===== src/rtl/win_wdt_pkg.sv =====
package win_wdt_pkg;

  // Window size selection; the code value orders the opening point.
  typedef enum logic [1:0] {
    WIN_75  = 2'b00,
    WIN_50  = 2'b01,
    WIN_375 = 2'b10,
    WIN_25  = 2'b11
  } win_sel_e;

endpackage


===== src/rtl/win_wdt_period_dec.sv =====
module win_wdt_period_dec
  import win_wdt_pkg::*;
#(
  parameter int PS_W    = 5,
  parameter int MAX_EXP = 20,
  parameter int CNT_W   = MAX_EXP
) (
  input  logic [PS_W-1:0]  ps_code,
  input  win_sel_e         win_sel,
  output logic [CNT_W-1:0] term,
  output logic [CNT_W-1:0] thr
);

  localparam int CODE_MAX = (1 << PS_W) - 1;

  logic [PS_W-1:0]  exp_eff;
  logic [CNT_W-1:0] half;
  logic [CNT_W-1:0] quarter;
  logic [CNT_W-1:0] eighth;

  // Clamp only when the code range can exceed the longest period.
  generate
    if (CODE_MAX > MAX_EXP) begin : g_clamp
      assign exp_eff = (ps_code > PS_W'(MAX_EXP)) ? PS_W'(MAX_EXP) : ps_code;
    end else begin : g_pass
      assign exp_eff = ps_code;
    end
  endgenerate

  // half = P/2 (zero for P = 1).
  always_comb begin
    if (exp_eff == '0) half = '0;
    else               half = CNT_W'(1) << (exp_eff - PS_W'(1));
  end

  assign quarter = half >> 1;
  assign eighth  = half >> 2;

  // Last count value before the wrap: P - 1.
  assign term = (exp_eff == '0) ? '0 : ((half << 1) - CNT_W'(1));

  // Window opening point: floor(P * k / 8).
  always_comb begin
    unique case (win_sel)
      WIN_75:  thr = quarter;
      WIN_50:  thr = half;
      WIN_375: thr = half + eighth;
      WIN_25:  thr = half + quarter;
      default: thr = half;
    endcase
  end

endmodule


===== src/rtl/win_wdt_counter.sv =====
module win_wdt_counter #(
  parameter int CNT_W = 20
) (
  input  logic             clk,
  input  logic             rst,
  input  logic             run_en,
  input  logic             adv,
  input  logic             svc_clr,
  input  logic [CNT_W-1:0] term,
  output logic [CNT_W-1:0] cnt_q,
  output logic [CNT_W-1:0] cnt_nx,
  output logic             wrap
);

  logic at_end;

  // >= so that shrinking the period mid-count still wraps.
  assign at_end = (cnt_q >= term);
  assign wrap   = run_en & ~svc_clr & adv & at_end;

  always_comb begin
    if (!run_en)      cnt_nx = '0;
    else if (svc_clr) cnt_nx = '0;
    else if (adv)     cnt_nx = at_end ? '0 : cnt_q + CNT_W'(1);
    else              cnt_nx = cnt_q;
  end

  always_ff @(posedge clk) begin
    if (rst) cnt_q <= '0;
    else     cnt_q <= cnt_nx;
  end

endmodule


===== src/rtl/win_wdt_window.sv =====
module win_wdt_window #(
  parameter int CNT_W = 20
) (
  input  logic             win_off,
  input  logic             run_en,
  input  logic             kick,
  input  logic [CNT_W-1:0] cnt_q,
  input  logic [CNT_W-1:0] cnt_nx,
  input  logic [CNT_W-1:0] thr,
  output logic             svc_clr,
  output logic             early_hit,
  output logic             open_nx
);

  logic in_win_now;

  // Classification of a strobe uses the count it arrives against.
  assign in_win_now = win_off | (cnt_q >= thr);
  assign svc_clr    = run_en & kick & in_win_now;
  assign early_hit  = run_en & kick & ~in_win_now;

  // The flag follows the count that will hold after this edge.
  assign open_nx    = run_en & (win_off | (cnt_nx >= thr));

endmodule


===== src/rtl/win_watchdog.sv =====
module win_watchdog
  import win_wdt_pkg::*;
#(
  parameter int PS_W    = 5,
  parameter int MAX_EXP = 20
) (
  input  logic            clk,
  input  logic            rst,
  input  logic            base_tick,
  input  logic [PS_W-1:0] ps_code,
  input  logic [1:0]      win_code,
  input  logic            win_off,
  input  logic            force_on,
  input  logic            sw_on,
  input  logic            hold_in_prog,
  input  logic            prog_busy,
  input  logic            kick,
  output logic            timeout_pulse,
  output logic            early_pulse,
  output logic            win_open
);

  localparam int CNT_W = MAX_EXP;

  logic             run_en;
  logic             adv;
  logic [CNT_W-1:0] term;
  logic [CNT_W-1:0] thr;
  logic [CNT_W-1:0] cnt_q;
  logic [CNT_W-1:0] cnt_nx;
  logic             wrap;
  logic             svc_clr;
  logic             early_hit;
  logic             open_nx;
  win_sel_e         win_sel;

  assign run_en  = force_on | sw_on;
  assign adv     = base_tick & ~(hold_in_prog & prog_busy);
  assign win_sel = win_sel_e'(win_code);

  win_wdt_period_dec #(
    .PS_W    (PS_W),
    .MAX_EXP (MAX_EXP),
    .CNT_W   (CNT_W)
  ) u_dec (
    .ps_code (ps_code),
    .win_sel (win_sel),
    .term    (term),
    .thr     (thr)
  );

  win_wdt_counter #(
    .CNT_W (CNT_W)
  ) u_cnt (
    .clk     (clk),
    .rst     (rst),
    .run_en  (run_en),
    .adv     (adv),
    .svc_clr (svc_clr),
    .term    (term),
    .cnt_q   (cnt_q),
    .cnt_nx  (cnt_nx),
    .wrap    (wrap)
  );

  win_wdt_window #(
    .CNT_W (CNT_W)
  ) u_win (
    .win_off   (win_off),
    .run_en    (run_en),
    .kick      (kick),
    .cnt_q     (cnt_q),
    .cnt_nx    (cnt_nx),
    .thr       (thr),
    .svc_clr   (svc_clr),
    .early_hit (early_hit),
    .open_nx   (open_nx)
  );

  always_ff @(posedge clk) begin
    if (rst) begin
      timeout_pulse <= 1'b0;
      early_pulse   <= 1'b0;
      win_open      <= 1'b0;
    end else begin
      timeout_pulse <= wrap;
      early_pulse   <= early_hit;
      win_open      <= open_nx;
    end
  end

endmodule


===== config.mk =====
export PLATFORM = sky130hd
export DESIGN_NAME = win_watchdog
export DESIGN_NICKNAME = d
export VERILOG_FILES = /design/src/rtl/win_wdt_pkg.sv /design/src/rtl/win_wdt_period_dec.sv /design/src/rtl/win_wdt_counter.sv /design/src/rtl/win_wdt_window.sv /design/src/rtl/win_watchdog.sv
export SDC_FILE = /design/constraint.sdc
export NUM_CORES = 1
export LEC_CHECK = 0
export BUFFER_PORTS_ARGS = -buffer_cell sky130_fd_sc_hd__buf_4
export CAP_MARGIN = 10
export CORE_MARGIN = 4
export CORE_UTILIZATION = 59
export DETAILED_ROUTE_END_ITERATION = 7
export MAX_ROUTING_LAYER = met4
export PLACE_DENSITY = 0.84
export SLEW_MARGIN = 5
export SYNTH_ARGS = -nofsm -noshare
export SYNTH_HDL_FRONTEND = slang
export SYNTH_HIERARCHICAL = 1
export SYNTH_SLANG_ARGS = --single-unit

===== constraint.sdc =====
create_clock -name clk -period 7.85 [get_ports clk]
set_clock_uncertainty 0.15 [all_clocks]
set_input_delay 0.785 -clock clk [delete_from_list [all_inputs] [get_ports clk]]
set_output_delay 0.785 -clock clk [all_outputs]
set_load 0.01 [all_outputs]

# ---- Word-level counts from Yosys, hierarchy flattened
# Index checks and enable logic that the tools add are counted.
dict set report word_totals {
  register_bits 23
  output_inout_bits 3
  in_bits 16
  elab_cells 42
}
dict set report classes {
  magnitude_cmp 4
  eq_ne 3
  reduce_logical 2
  muxes 8
  n_shift 1
  n_bitwise 15
  add_sub_neg 5
}
# cell count
set ops {}
lappend ops {{2-to-1 mux 20 bit} 6}
lappend ops {{case mux 20 bit (4 select lines)} 1}
lappend ops {{greater-or-equal comparator 20 bit} 3}
lappend ops {{adder 20 x 1 -> 20 bit (second input constant)} 1}
lappend ops {{adder 20 x 18 -> 20 bit} 1}
lappend ops {{adder 20 x 19 -> 20 bit} 1}
lappend ops {{<< shifter 1 x 5 -> 20 bit (first input constant)} 1}
lappend ops {{subtractor 20 x 1 -> 20 bit (second input constant)} 1}
lappend ops {{bitwise AND 1 bit} 9}
lappend ops {{greater-than comparator 5 bit (second input constant)} 1}
lappend ops {{zero test 5 bit} 1}
lappend ops {{2-to-1 mux 5 bit} 1}
lappend ops {{subtractor 5 x 1 -> 5 bit (second input constant)} 1}
lappend ops {{equality test 2 bit (second input constant)} 2}
lappend ops {{inverter 1 bit} 3}
lappend ops {{bitwise OR 1 bit} 3}
lappend ops {{equality test 2 x 1 -> 1 bit (second input constant)} 1}
lappend ops {{zero test 2 bit} 1}

# ---- Logic depth before layout (Yosys ltp)
# Gate-level depths: netlist of run 1.
dict set report depth {
  word_depth 15
  depth_mapped 37
  depth_no_buf 34
}

# ---- Modules after synthesis
# Netlist of run 1, hierarchy kept.
# module cells_each n_inst area_per_inst_um2 seq_area_each_um2
set by_module_without_submodules {}
lappend by_module_without_submodules {win_wdt_period_dec 364 1 2263.4 0.0}
lappend by_module_without_submodules {win_wdt_counter 208 1 1764.2 400.4}
lappend by_module_without_submodules {win_wdt_window 127 1 939.7 0.0}
lappend by_module_without_submodules {win_watchdog 8 1 92.6 60.1}

# ---- Worst setup path before layout of run 1
# No wires, ideal clock.
dict set report synth_timing {
  path_kind {input port to flip-flop}
  start {input port ps_code[0]}
  end {register win_open}
  setup_ns 0.065
  path_slack_ns -0.043
  n_path_buf 4
  t_required_ns 7.635
  arrival_ns 7.678
  cell_stages 35
  path_cell_list {buf_2 -> buf_1 -> o21ai_0 -> ha_1 -> clkbuf_1 -> nand2_1 -> or2_2 -> o21ai_0 -> ha_1 -> inv_1 -> fa_1 -> nor2b_1 -> o2111ai_1 -> and4b_1 -> a2111oi_0 -> a31o_1 -> mux2i_1 -> nor3_1 -> inv_1 -> ha_1 -> nand4_1 -> or4_4 -> nor3_2 -> o21a_2 -> o21ba_1 -> nand2b_1 -> clkbuf_1 -> nor3_2 -> ha_1 -> nand4_1 -> nor4_1 -> o211ai_1 -> o22ai_1 -> o21a_1 -> nor2b_1}
}
dict set report synth_via {
  elab_chain_len 15
  word_cells_on_any_way 22
  classes_between {add/sub (4); order compare (4); shift (1); mux (8); bitwise (4); reduce/logical (1)}
}
# element line
set synth_lines {}
lappend synth_lines {{from (decl)} win_watchdog.sv:10} ;# input logic [PS_W-1:0] ps_code,
lappend synth_lines {{greater-than comparator 5 bit} win_wdt_period_dec.sv:24} ;# assign exp_eff = (ps_code > PS_W'(MAX_EXP)) ? PS_W'(MAX_EXP) : ps_code;
lappend synth_lines {{2-to-1 mux 5 bit (*)} win_wdt_period_dec.sv:24}
lappend synth_lines {{subtractor 5 x 1 -> 5 bit} win_wdt_period_dec.sv:33} ;# else half = CNT_W'(1) << (exp_eff - PS_W'(1));
lappend synth_lines {{<< shifter 1 x 5 -> 20 bit} win_wdt_period_dec.sv:33}
lappend synth_lines {{2-to-1 mux 20 bit (*)} win_wdt_period_dec.sv:32} ;# if (exp_eff == '0) half = '0;
lappend synth_lines {{adder 20 x 19 -> 20 bit / adder 20 x 18 -> 20 bit (equally long branches)} {win_wdt_period_dec.sv:48, win_wdt_period_dec.sv:47}}
lappend synth_lines {{case mux 20 bit (4 select lines) (*)} win_wdt_period_dec.sv:44} ;# unique case (win_sel)
lappend synth_lines {{net thr[18]} win_watchdog.sv:28} ;# logic [CNT_W-1:0] thr;
lappend synth_lines {{(+3 left out)} --}
lappend synth_lines {{net svc_clr} win_watchdog.sv:32} ;# logic svc_clr;
lappend synth_lines {{2-to-1 mux 20 bit (*)} win_wdt_counter.sv:23} ;# else if (svc_clr) cnt_nx = '0;
lappend synth_lines {{2-to-1 mux 20 bit (*)} win_wdt_counter.sv:22} ;# if (!run_en) cnt_nx = '0;
lappend synth_lines {{net cnt_nx[19]} win_watchdog.sv:30} ;# logic [CNT_W-1:0] cnt_nx;
lappend synth_lines {{greater-or-equal comparator 20 bit (*)} win_wdt_window.sv:23} ;# assign open_nx = run_en & (win_off | (cnt_nx >= thr));
lappend synth_lines {{bitwise OR 1 bit (*)} win_wdt_window.sv:23}
lappend synth_lines {{bitwise AND 1 bit (*)} win_wdt_window.sv:23}
lappend synth_lines {{net open_nx} win_watchdog.sv:34} ;# logic open_nx;
lappend synth_lines {{to (signal assigned)} win_watchdog.sv:88} ;# win_open <= open_nx;
lappend synth_lines {{to (decl)} win_watchdog.sv:20} ;# output logic win_open
# Mark *: on every way through the listed nets, which the timed path passes. The rest lies on a longest branch.
# A chain may end at the register's enable or synchronous reset.

# ---- Worst setup path in the final report of run 1
dict set report layout_timing {
  start {input port ps_code[2]}
  end {register win_open}
}
# The elaborated chain is that of the path after synthesis.

==> results of run 1 <==
[metal layers]
metal | track usage (%) | up-vias | wire length, um
met5 | - | - | 0
met3 | 3.53 | 59 | 880
met1 | 36.0 | 2498 | 6180
li1 | - | 2572 | -
met4 | 11.7 | 0 | 586
met2 | 49.0 | 207 | 7020
[synthesized netlist by cell type (2+ instances only)]
library cell | count | area (um^2)
o21a_1 | 5 | 37.5
buf_2 | 4 | 20.0
clkbuf_1 | 20 | 75.1
xor2_1 | 16 | 140
a211oi_1 | 14 | 105
buf_6 | 4 | 45.0
o22ai_1 | 2 | 12.5
inv_1 | 61 | 229
a21o_1 | 9 | 67.6
nand2b_1 | 12 | 75.1
or2_2 | 3 | 18.8
o2111ai_1 | 3 | 26.3
nand4_1 | 19 | 119
o21ai_0 | 36 | 180
or4_1 | 2 | 15.0
and2_1 | 5 | 31.3
nor4_1 | 7 | 43.8
nor2_1 | 62 | 233
nor3_2 | 33 | 330
dfxtp_1 | 23 | 460
o21bai_1 | 4 | 30.0
o21ai_1 | 6 | 30.0
nand3_1 | 23 | 115
nand3b_1 | 2 | 15.0
nor2b_1 | 12 | 75.1
a32o_1 | 2 | 20.0
o211ai_1 | 5 | 37.5
mux2i_1 | 12 | 120
a31oi_1 | 3 | 18.8
nor4_4 | 2 | 42.5
xnor2_1 | 21 | 184
and3_1 | 4 | 25.0
ha_1 | 81 | 1010
a21oi_1 | 58 | 290
nor3_1 | 22 | 110
o31ai_1 | 3 | 22.5
nand2_1 | 69 | 259
or3_1 | 3 | 18.8
[timing repair]
item / CTS / global route
gates resized for setup: 0 / 17
setup buffers: 0 / 1
endpoints found under the setup margin: 0 / 1
hold buffers: 0 / 0
[registers in the layout (all words and copies together) (netlist names)]
| signal | cells |
|---|---|
| early_pulse | 1 |
| win_open | 1 |
| timeout_pulse | 1 |
| u_cnt/cnt_q | 20 |
[layout make-up]
cell class / instances / share of cell area (%)
Multi-Input combinational cell: 592 / 77.7
Sequential cell: 23 / 8.38
Timing Repair Buffer: 45 / 6.38
Inverter: 63 / 4.30
Tap cell: 105 / 2.39
Clock buffer: 4 / 0.820
[placed cells by master, fill, tap and decap left out, types with 12 or more instances in the layout]
cell / count
buf_4: 44
o21ai_0: 33
a211oi_1: 13
nor2_1: 61
nand2_1: 69
xor2_1: 16
a21oi_1: 58
nand2b_1: 12
mux2i_1: 12
nand4_1: 19
nor3_2: 33
nor3_1: 22
nand3_1: 23
xnor2_1: 21
ha_1: 79
dfxtp_1: 23
inv_1: 60
[path summary, 6_finish.rpt]
check,start,depth (start not counted),slack (ns),to
worst min register to register,u_cnt/cnt_q[0]$_SDFF_PP0_,2,0.44,u_cnt/cnt_q[0]$_SDFF_PP0_
worst min-delay path,u_cnt/cnt_q[0]$_SDFF_PP0_,2,0.44,u_cnt/cnt_q[0]$_SDFF_PP0_
worst max register to register,u_cnt/cnt_q[17]$_SDFF_PP0_,14,3.84,win_open$_SDFF_PP0_
worst max-delay path,ps_code[2],36,0.27,win_open$_SDFF_PP0_
[metrics by stage]
| stage | cells | setup slack (ns) |
|---|---|---|
| 2_1_floorplan | 707 | 0.0185 |
| 3_3_place_gp | 827 | 0.0568 |
| 3_5_place_dp | 827 | -0.190 |
| 4_1_cts | 831 | 0.0660 |
| 5_1_grt | 832 | -0.0579 |
| 6_report | 832 | 0.273 |
[critical path, delay by kind of cell]
family          cells  cell delay, ns
compound gates     11            1.72
xor+xnor            1            0.12
fa+ha+maj           5            1.65
buf+inv             6            0.77
mux                 1            0.23
simple gates       12            2.35
[cell families after synthesis]
| kind of cell | count (synthesis) |
|---|---|
| flops | 23 |
| simple gates | 293 |
| buf+inv | 92 |
| mux | 13 |
| compound gates | 167 |
| xor+xnor | 37 |
| fa+ha+maj | 82 |
[power by group through the flow]
stage / registers, mW / clock network [mW] / logic, mW
after global placement: 0.121 / 0 / 0.163
after global routing: 0.119 / 0.0800 / 0.197
after CTS: 0.118 / 0.0745 / 0.171
after floorplan: 0.121 / 0 / 0.123
final: 0.118 / 0.0731 / 0.179
after detailed placement: 0.121 / 0 / 0.171
==> summary.txt, run 1 <==
Status
  – Status: finished clean

Setup path
  – Required time of the critical path: 7.91 ns
  – Worst setup SP type: input port
  – Crit Path Class: in2reg
  – Slowest stage delay, CP: 0.54 ns
  – Most frequent CP cell: ha_1
  – Crit. End Element: register
  – Worst Path Arrival: 7.64 ns
  – Max FO, Critical Path: 19
  – Slowest CP cell: or4_4

Layout
  – Final instance area: 0.00550 mm^2
  – Filler cells: 716
  – N_diodes: 0
  – Area growth, synth to finish: 8.61%
  – Register area: 460 um^2
  – Share of layout cells above drive strength 1: 15.5%
  – Final core occ: 66.2%
  – Area of the multi-input gates: 0.00427 mm^2
  – Layout net count: 826

Min path
  – Worst min path class: reg2reg

Power and ir drop
  – Comb pwr share: 48.3%
  – Power Total: 370 uW
  – P_sw: 149 uW
  – Leak: 2.51 nW
  – Internal Power: 221 uW
  – Peak VDD IR: 0.0563 mV
  – Net Sw Frac: 40.2%
  – Pwr/cell area: 67.4 mW/mm^2
  – Clock share of power: 19.8%
  – Reg power frac: 32.0%

Global route
  – Antenna violations before repair: 0
  – First-pass GRT wire length: 23,800 um
  – Largest net degree at the start of global routing: 37
  – Gr ovfl total: 0
  – Vias in the first global route: 5,193
  – Gr usage total: 29.4%

Yosys
  – XOR/XNOR Fraction of Synth Area: 6.40%
  – Mapped Area: 0.00506 mm^2
  – Post-Synthesis Mean Instance Area: 7.16 um^2
  – Distinct cell type count after synthesis: 73
  – Async SR Flop Fraction: 0%
  – Net count after synthesis: 805
  – Ys flop type: dfxtp_1
  – EDFF count, synth: 0
  – Synth Area in Compound Gates: 21.0%
  – Largest family of logic cells by synthesized area: simple AND/OR/NAND/NOR gates
  – Synth Instances: 707
  – Sequential fraction of the synthesis area: 9.10%
  – Simple-gate share of the synthesized area: 32.9%
  – FF+latch count, synth: 23
  – Ys Warns: 6
  – Mux contribution to synthesized area: 2.60%
  – Adder-cell area share of the yosys netlist: 20.4%

STA
  – Worst Max-Slew Pin Slew: 0.823 ns
  – Fin crit share: 96.5%
  – Setup Viol. Count Final: 0
  – Count of pins over their slew limit: 0
  – FMAX: 132 MHz
  – Relative slew slack: 45.2%
  – Hold slack: 0.440 ns
  – Final min period: 7.58 ns
  – Final hold vios: 0
  – Setup TNS: 0 ns

Floorplanning
  – Chip height: 101 um
  – Row cnt: 33
  – I/O pin count: 19
  – Starting density of the core: 61.0%
  – Die extent in x: 101 um
  – Die footprint: 0.0101 mm^2
  – Core ar.: 0.00830 mm^2

CTS
  – Root Buffer: clkbuf_8
  – Clk buf depth: 2
  – Clock Latency Late Sink: 0.27 ns
  – CTS tree: done
  – Reg clk slew, reported paths: 0.08 ns
  – Clock Sinks: 23
  – CTS H-tree depth: 1
  – CTS buffer count: 3

Drt
  – Routed vias: 5,336
  – Final wirelength: 14,700 um
  – Post-DRT Antenna Nets: 0
  – WL/cell: 17.6 um
  – First drt pass iteration count: 5
  – Via-to-Cell Ratio: 6.41
  – Initial DRC Count: 501
  – Drt drc: 0

Placement
  – DP HPWL: 11,700 um
  – Number of port buffers: 18
  – Placed inst area: 0.00539 mm^2
  – Global placement routability congestion: 1.04

Flow run
  – Max Cap Viol: 0
No activity file was read; power rests on OpenSTA's default activity.
==> run 2, diff against run 1 <==
--- a/config.mk
+++ b/config.mk
@@ -11,7 +11,7 @@
 export CORE_UTILIZATION = 59
 export DETAILED_ROUTE_END_ITERATION = 7
 export MAX_ROUTING_LAYER = met4
-export PLACE_DENSITY = 0.84
+export PLACE_DENSITY = 0.8
 export SLEW_MARGIN = 5
 export SYNTH_ARGS = -nofsm -noshare
 export SYNTH_HDL_FRONTEND = slang
==> run 2 against run 1 <==
  * Count of clock-buffer cells in the layout fell by 1
  * Sequential power barely moved
  * Highest routed layer unchanged
  * Fmax barely moved
  * Non-clock buffer count rose by 2
  * Largest cell class unchanged
  * Critical endpoint unchanged
==> summary.txt, run 2 (synthesized netlist as in run 1, its figures left out) <==
Layout
  – Final core occ: 66.8%
  – Area growth, synth to finish: 9.59%
  – Largest register by flop count: u_cnt/cnt_q
  – Layout net count: 828
  – Max FFs per register: 20
  – Commonest cells after routing, fill and taps aside: ha_1 (79), nand2_1 (69), nor2_1 (62)
  – N_diodes: 0
  – Share of layout cells above drive strength 1: 16.2%
  – Commonest non-fill, non-tap cell in the layout: ha_1
  – Filler cells: 737

Floorplanning
  – Row cnt: 33
  – Chip height: 101 um
  – I/O pin count: 19
  – Die extent in x: 101 um
  – Die footprint: 0.0101 mm^2
  – Core ar.: 0.00830 mm^2
  – Starting density of the core: 61.0%

Setup path
  – Family with the most delay on the worst path: simple AND/OR/NAND/NOR gates
  – Slowest CP cell: or4_4
  – Max FO, Critical Path: 11
  – Worst setup SP type: input port
  – Worst Path Arrival: 7.64 ns
  – Required time of the critical path: 7.91 ns
  – WP buf/inv: 4
  – Crit Path Class: in2reg
  – Crit. End Element: register
  – Slowest stage delay, CP: 0.56 ns

Power and ir drop
  – Power Total: 376 uW
  – Peak VDD IR: 0.0628 mV
  – Pwr/cell area: 67.7 mW/mm^2
  – Leak: 2.53 nW

Status
  – Status: finished clean

Global route
  – First-pass GRT wire length: 24,000 um
  – Vias in the first global route: 5,159
  – Gr usage total: 29.4%
  – Largest net degree at the start of global routing: 36
  – Antenna violations before repair: 0
  – Gr ovfl total: 0

STA
  – Relative slew slack: 39.5%
  – Worst Max-Slew Pin Slew: 0.908 ns
  – FMAX: 132 MHz
  – Count of pins over their slew limit: 0
  – Unrepaired setup endpoints after global routing: no
  – Fin crit share: 96.6%
  – Setup Viol. Count Final: 0
  – Final hold vios: 0
  – Final min period: 7.58 ns
  – Final WS setup: 0.268 ns

Drt
  – Final wirelength: 14,400 um
  – First drt pass iteration count: 5
  – Initial DRC Count: 495
  – Via-to-Cell Ratio: 6.31
  – Drt drc: 0
  – WL/cell: 17.3 um
  – Routed vias: 5,265
  – Post-DRT Antenna Nets: 0

CTS
  – CTS H-tree depth: 1
  – Root Buffer: clkbuf_8
  – CTS buffer count: 3
  – Clock Sinks: 23
  – Clk buf depth: 2
  – Clock Latency Late Sink: 0.27 ns
  – CTS tree: done
  – Post-CTS Hold Fix Bufs: 0
  – Reg clk slew, reported paths: 0.09 ns

Placement
  – Pre-CTS WS: -0.234 ns
  – Number of port buffers: 18
  – DP HPWL: 11,500 um
  – Global placement routability congestion: 1.04

Flow run
  – Max Cap Viol: 0

Min path
  – Worst min path class: reg2reg
## run 2: power by group
group | total, mW | internal (mW) | switching (mW)
combinational | 0.183 | 0.0707 | 0.112
clock | 0.0748 | 0.0355 | 0.0393
sequential | 0.118 | 0.118 | 0.000882
total | 0.376 | 0.224 | 0.152
## run 2: worst min-delay path: cells and delay by family, from the launching register on
| kind | cells | cell delay (ns) |
|---|---|---|
| AND/OR/NAND/NOR | 1 | 0.11 |
| flip-flops | 1 | 0.37 |
| AO/OA/AOI/OAI | 1 | 0.07 |
## run 2: what timing repair did
action                                  4_1_cts  5_1_grt
resized for setup                             0       22
endpoints found under the setup margin        0        1
buffers inserted                              0        2
## run 2: path summary, 6_finish.rpt
kind,startpoint,endpoint,slack [ns],cells after the start
setup / recovery,ps_code[2],win_open$_SDFF_PP0_,0.27,34
setup reg to reg,u_cnt/cnt_q[19]$_SDFF_PP0_,win_open$_SDFF_PP0_,3.67,14
hold / removal,u_cnt/cnt_q[1]$_SDFF_PP0_,u_cnt/cnt_q[1]$_SDFF_PP0_,0.44,2
hold reg to reg,u_cnt/cnt_q[1]$_SDFF_PP0_,u_cnt/cnt_q[1]$_SDFF_PP0_,0.44,2
## run 2: layout make-up
| type | instances | area, um^2 | share of cell area [%] |
|---|---|---|---|
| multi-input combinational | 592 | 4280 | 77.3 |
| sequential | 23 | 460 | 8.30 |
| timing repair buffer | 47 | 387 | 6.97 |
| inverter | 63 | 236 | 4.26 |
| tap | 105 | 131 | 2.37 |
| clock buffer | 3 | 41.3 | 0.745 |
| clock inverter | 1 | 5.00 | 0.0903 |
## run 2: metrics by stage
stage / hold WS [ns] / setup TNS (ns) / cell area (um^2) / instances
floorplan: 0.362 / 0 / 5060 / 707
global placement: 0.414 / -0.0488 / 5390 / 827
detailed placement: 0.420 / -0.234 / 5390 / 827
CTS: 0.435 / 0 / 5440 / 831
global route: 0.496 / 0 / 5550 / 834
finish: 0.439 / 0 / 5550 / 834
## run 2: per-layer routing
metal	GRT usage, %	part of all wire, %	vias to the layer above
met1	38.6	44	2425
met2	47.8	47	216
met5	-	0	-
met4	7.88	2.8	0
li1	-	-	2584
met3	3.32	5.6	40
==> run 3, diff against run 2 <==
--- a/config.mk
+++ b/config.mk
@@ -12,6 +12,7 @@
 export DETAILED_ROUTE_END_ITERATION = 7
 export MAX_ROUTING_LAYER = met4
 export PLACE_DENSITY = 0.8
+export SETUP_SLACK_MARGIN = 0.5
 export SLEW_MARGIN = 5
 export SYNTH_ARGS = -nofsm -noshare
 export SYNTH_HDL_FRONTEND = slang
==> run 3 against run 2 <==
  * Combinational power is 11% higher
  * Fmax is 5.4% higher
  * Global-route usage is 0.90 points higher
  * Largest power group unchanged
  * First-iteration DRC count is 13% lower
  * Cell count is 1.9% higher
  * Total power is 5.7% higher
  * Flip-flop and latch count stayed put
  * Count of clock-buffer cells in the layout stayed put
  * Register-to-register slack better by 0.03 ns
  * Clock power hardly changed
  * Highest routed layer unchanged
  * Worst setup slack better by 0.39 ns
  * Final area is 6.6% higher
==> summary.txt, run 3 (synthesized netlist as in run 1, its figures left out) <==
STA
  – Setup TNS: 0 ns
  – Hold slack: 0.444 ns
  – Count of pins over their slew limit: 0
  – Final min period: 7.19 ns
  – Final WS setup: 0.658 ns
  – FMAX: 139 MHz
  – Relative slew slack: 37.2%
  – Setup Viol. Count Final: 0
  – Fin crit share: 91.6%
  – Final hold vios: 0
  – Worst Max-Slew Pin Slew: 0.942 ns
  – Unrepaired setup endpoints after global routing: no

Floorplanning
  – Core ar.: 0.00830 mm^2
  – Row cnt: 33
  – Chip height: 101 um
  – Die extent in x: 101 um
  – I/O pin count: 19
  – Die footprint: 0.0101 mm^2
  – Starting density of the core: 61.0%

Global route
  – First-pass GRT wire length: 24,500 um
  – Vias in the first global route: 5,038
  – Gr usage total: 30.3%
  – Largest net degree at the start of global routing: 37
  – Antenna violations before repair: 0
  – Gr ovfl total: 0

Layout
  – Share of layout cells above drive strength 1: 22.8%
  – Largest register by flop count: u_cnt/cnt_q
  – Layout net count: 844
  – Max FFs per register: 20
  – Commonest cells after routing, fill and taps aside: ha_1 (73), nand2_1 (67), nor2_1 (60)
  – Non-Filler Instances: 850
  – N_diodes: 0
  – Area growth, synth to finish: 16.8%
  – Commonest non-fill, non-tap cell in the layout: ha_1

Power and ir drop
  – Internal Power: 235 uW
  – Comb pwr share: 51.2%
  – Clock share of power: 18.9%
  – Net Sw Frac: 40.7%
  – Reg power frac: 29.9%
  – Power Total: 397 uW
  – P_sw: 162 uW
  – Peak VDD IR: 0.0621 mV
  – Pwr/cell area: 67.2 mW/mm^2
  – Leak: 2.68 nW

Setup path
  – Worst Path Arrival: 7.22 ns
  – Slowest CP cell: or4_1
  – Family with the most delay on the worst path: simple AND/OR/NAND/NOR gates
  – Worst setup SP type: input port
  – Max FO, Critical Path: 8
  – Required time of the critical path: 7.87 ns
  – Crit Path Class: in2reg
  – Worst R2R End: win_open$_SDFF_PP0_
  – RR Startpoint: u_cnt/cnt_q[19]$_SDFF_PP0_
  – Slowest stage delay, CP: 0.50 ns
  – Worst reg2reg path depth: 14
  – Reg-to-reg slack, setup: 3.70 ns
  – Crit. End Element: register
  – Critical Path Stages: 33
  – WP buf/inv: 5
  – Most frequent CP cell: ha_1

Flow run
  – Max Cap Viol: 0

Placement
  – Global placement routability congestion: 1.15
  – Number of port buffers: 18
  – DP HPWL: 11,600 um
  – Pre-CTS WS: -0.0991 ns
  – Cells after DPL: 819

CTS
  – Post-CTS Hold Fix Bufs: 0
  – Clock Sinks: 23
  – CTS buffer count: 3
  – Reg clk slew, reported paths: 0.09 ns
  – Clk buf depth: 2
  – CTS H-tree depth: 1
  – Clock Latency Late Sink: 0.27 ns
  – CTS tree: done
  – Root Buffer: clkbuf_8

Drt
  – Post-DRT Antenna Nets: 0
  – Drt drc: 0
  – Final wirelength: 15,400 um
  – Initial DRC Count: 433
  – Via-to-Cell Ratio: 6.35
  – First drt pass iteration count: 5
  – WL/cell: 18.1 um
  – Routed vias: 5,400

Status
  – Status: finished clean

Min path
  – HP Start: u_cnt/cnt_q[1]$_SDFF_PP0_
  – Hold depth: 2
  – Worst min path class: reg2reg
  – Worst Hold Path EP: u_cnt/cnt_q[1]$_SDFF_PP0_
==> run 3: changes by cell type in the layout (fill, tap and decap cells not counted), moves of 4 or more <==
cell | before | now
buf_4 | 44 | 58
ha_1 | 79 | 73
inv_1 | 59 | 55
o21ai_0 | 32 | 27
o21ai_2 | 1 | 8
==> run 3: per-stage QoR <==
step | instance area [um^2] | utilization, %
after floorplan | 5090 | -
after global placement | 5340 | 64.3
after detailed placement | 5340 | 64.3
after CTS | 5500 | 66.2
after global routing | 5910 | 71.2
final | 5910 | 71.2
==> run 3: worst max-delay path by stage <==
stage / startpoint / end / slack [ns]
4_1_cts: ps_code[3] / win_open$_SDFF_PP0_ / 0.52
3_5_place_dp: ps_code[3] / win_open$_SDFF_PP0_ / -0.1
6_report: ps_code[2] / win_open$_SDFF_PP0_ / 0.66
5_1_grt: ps_code[3] / win_open$_SDFF_PP0_ / 0.39
3_3_place_gp: ps_code[3] / win_open$_SDFF_PP0_ / -0.005
2_1_floorplan: ps_code[0] / win_open$_SDFF_PP0_ / 0.51
==> run 3: worst min-delay path: cells and delay by family (launching register included) <==
family	cells	cell delay [ns]
AO/OA/AOI/OAI	1	0.07
AND/OR/NAND/NOR	1	0.12
flip-flops	1	0.37
==> run 3: power groups by stage <==
stage | registers (mW) | clock network (mW) | logic (mW)
floorplan | 0.121 | 0 | 0.126
global placement | 0.121 | 0 | 0.165
detailed placement | 0.121 | 0 | 0.171
CTS | 0.119 | 0.0760 | 0.178
global route | 0.119 | 0.0817 | 0.222
finish | 0.119 | 0.0751 | 0.203
==> run 3: routing by layer <==
layer	vias to the layer above	global-route usage, %	share of wire (%)
met5	-	-	0
li1	2622	-	-
met4	0	7.67	2.4
met1	2497	39.8	42
met3	41	2.42	6.5
met2	240	50.2	49
==> run 3: timing repair <==
action | in CTS | in global routing
pin swaps | 7 | 38
resized for setup | 13 | 60
setup buffers | 4 | 21
endpoints found under the setup margin | 1 | 17
gates cloned | 1 | 1
==> run 3: area by class of cell <==
cell class | instances | area, um^2
fill | 650 | 2390
inverter | 63 | 241
clock buffer | 3 | 41.3
timing repair buffer | 63 | 536
sequential | 23 | 460
clock inverter | 1 | 5.00
multi-input combinational | 592 | 4490
tap | 105 | 131
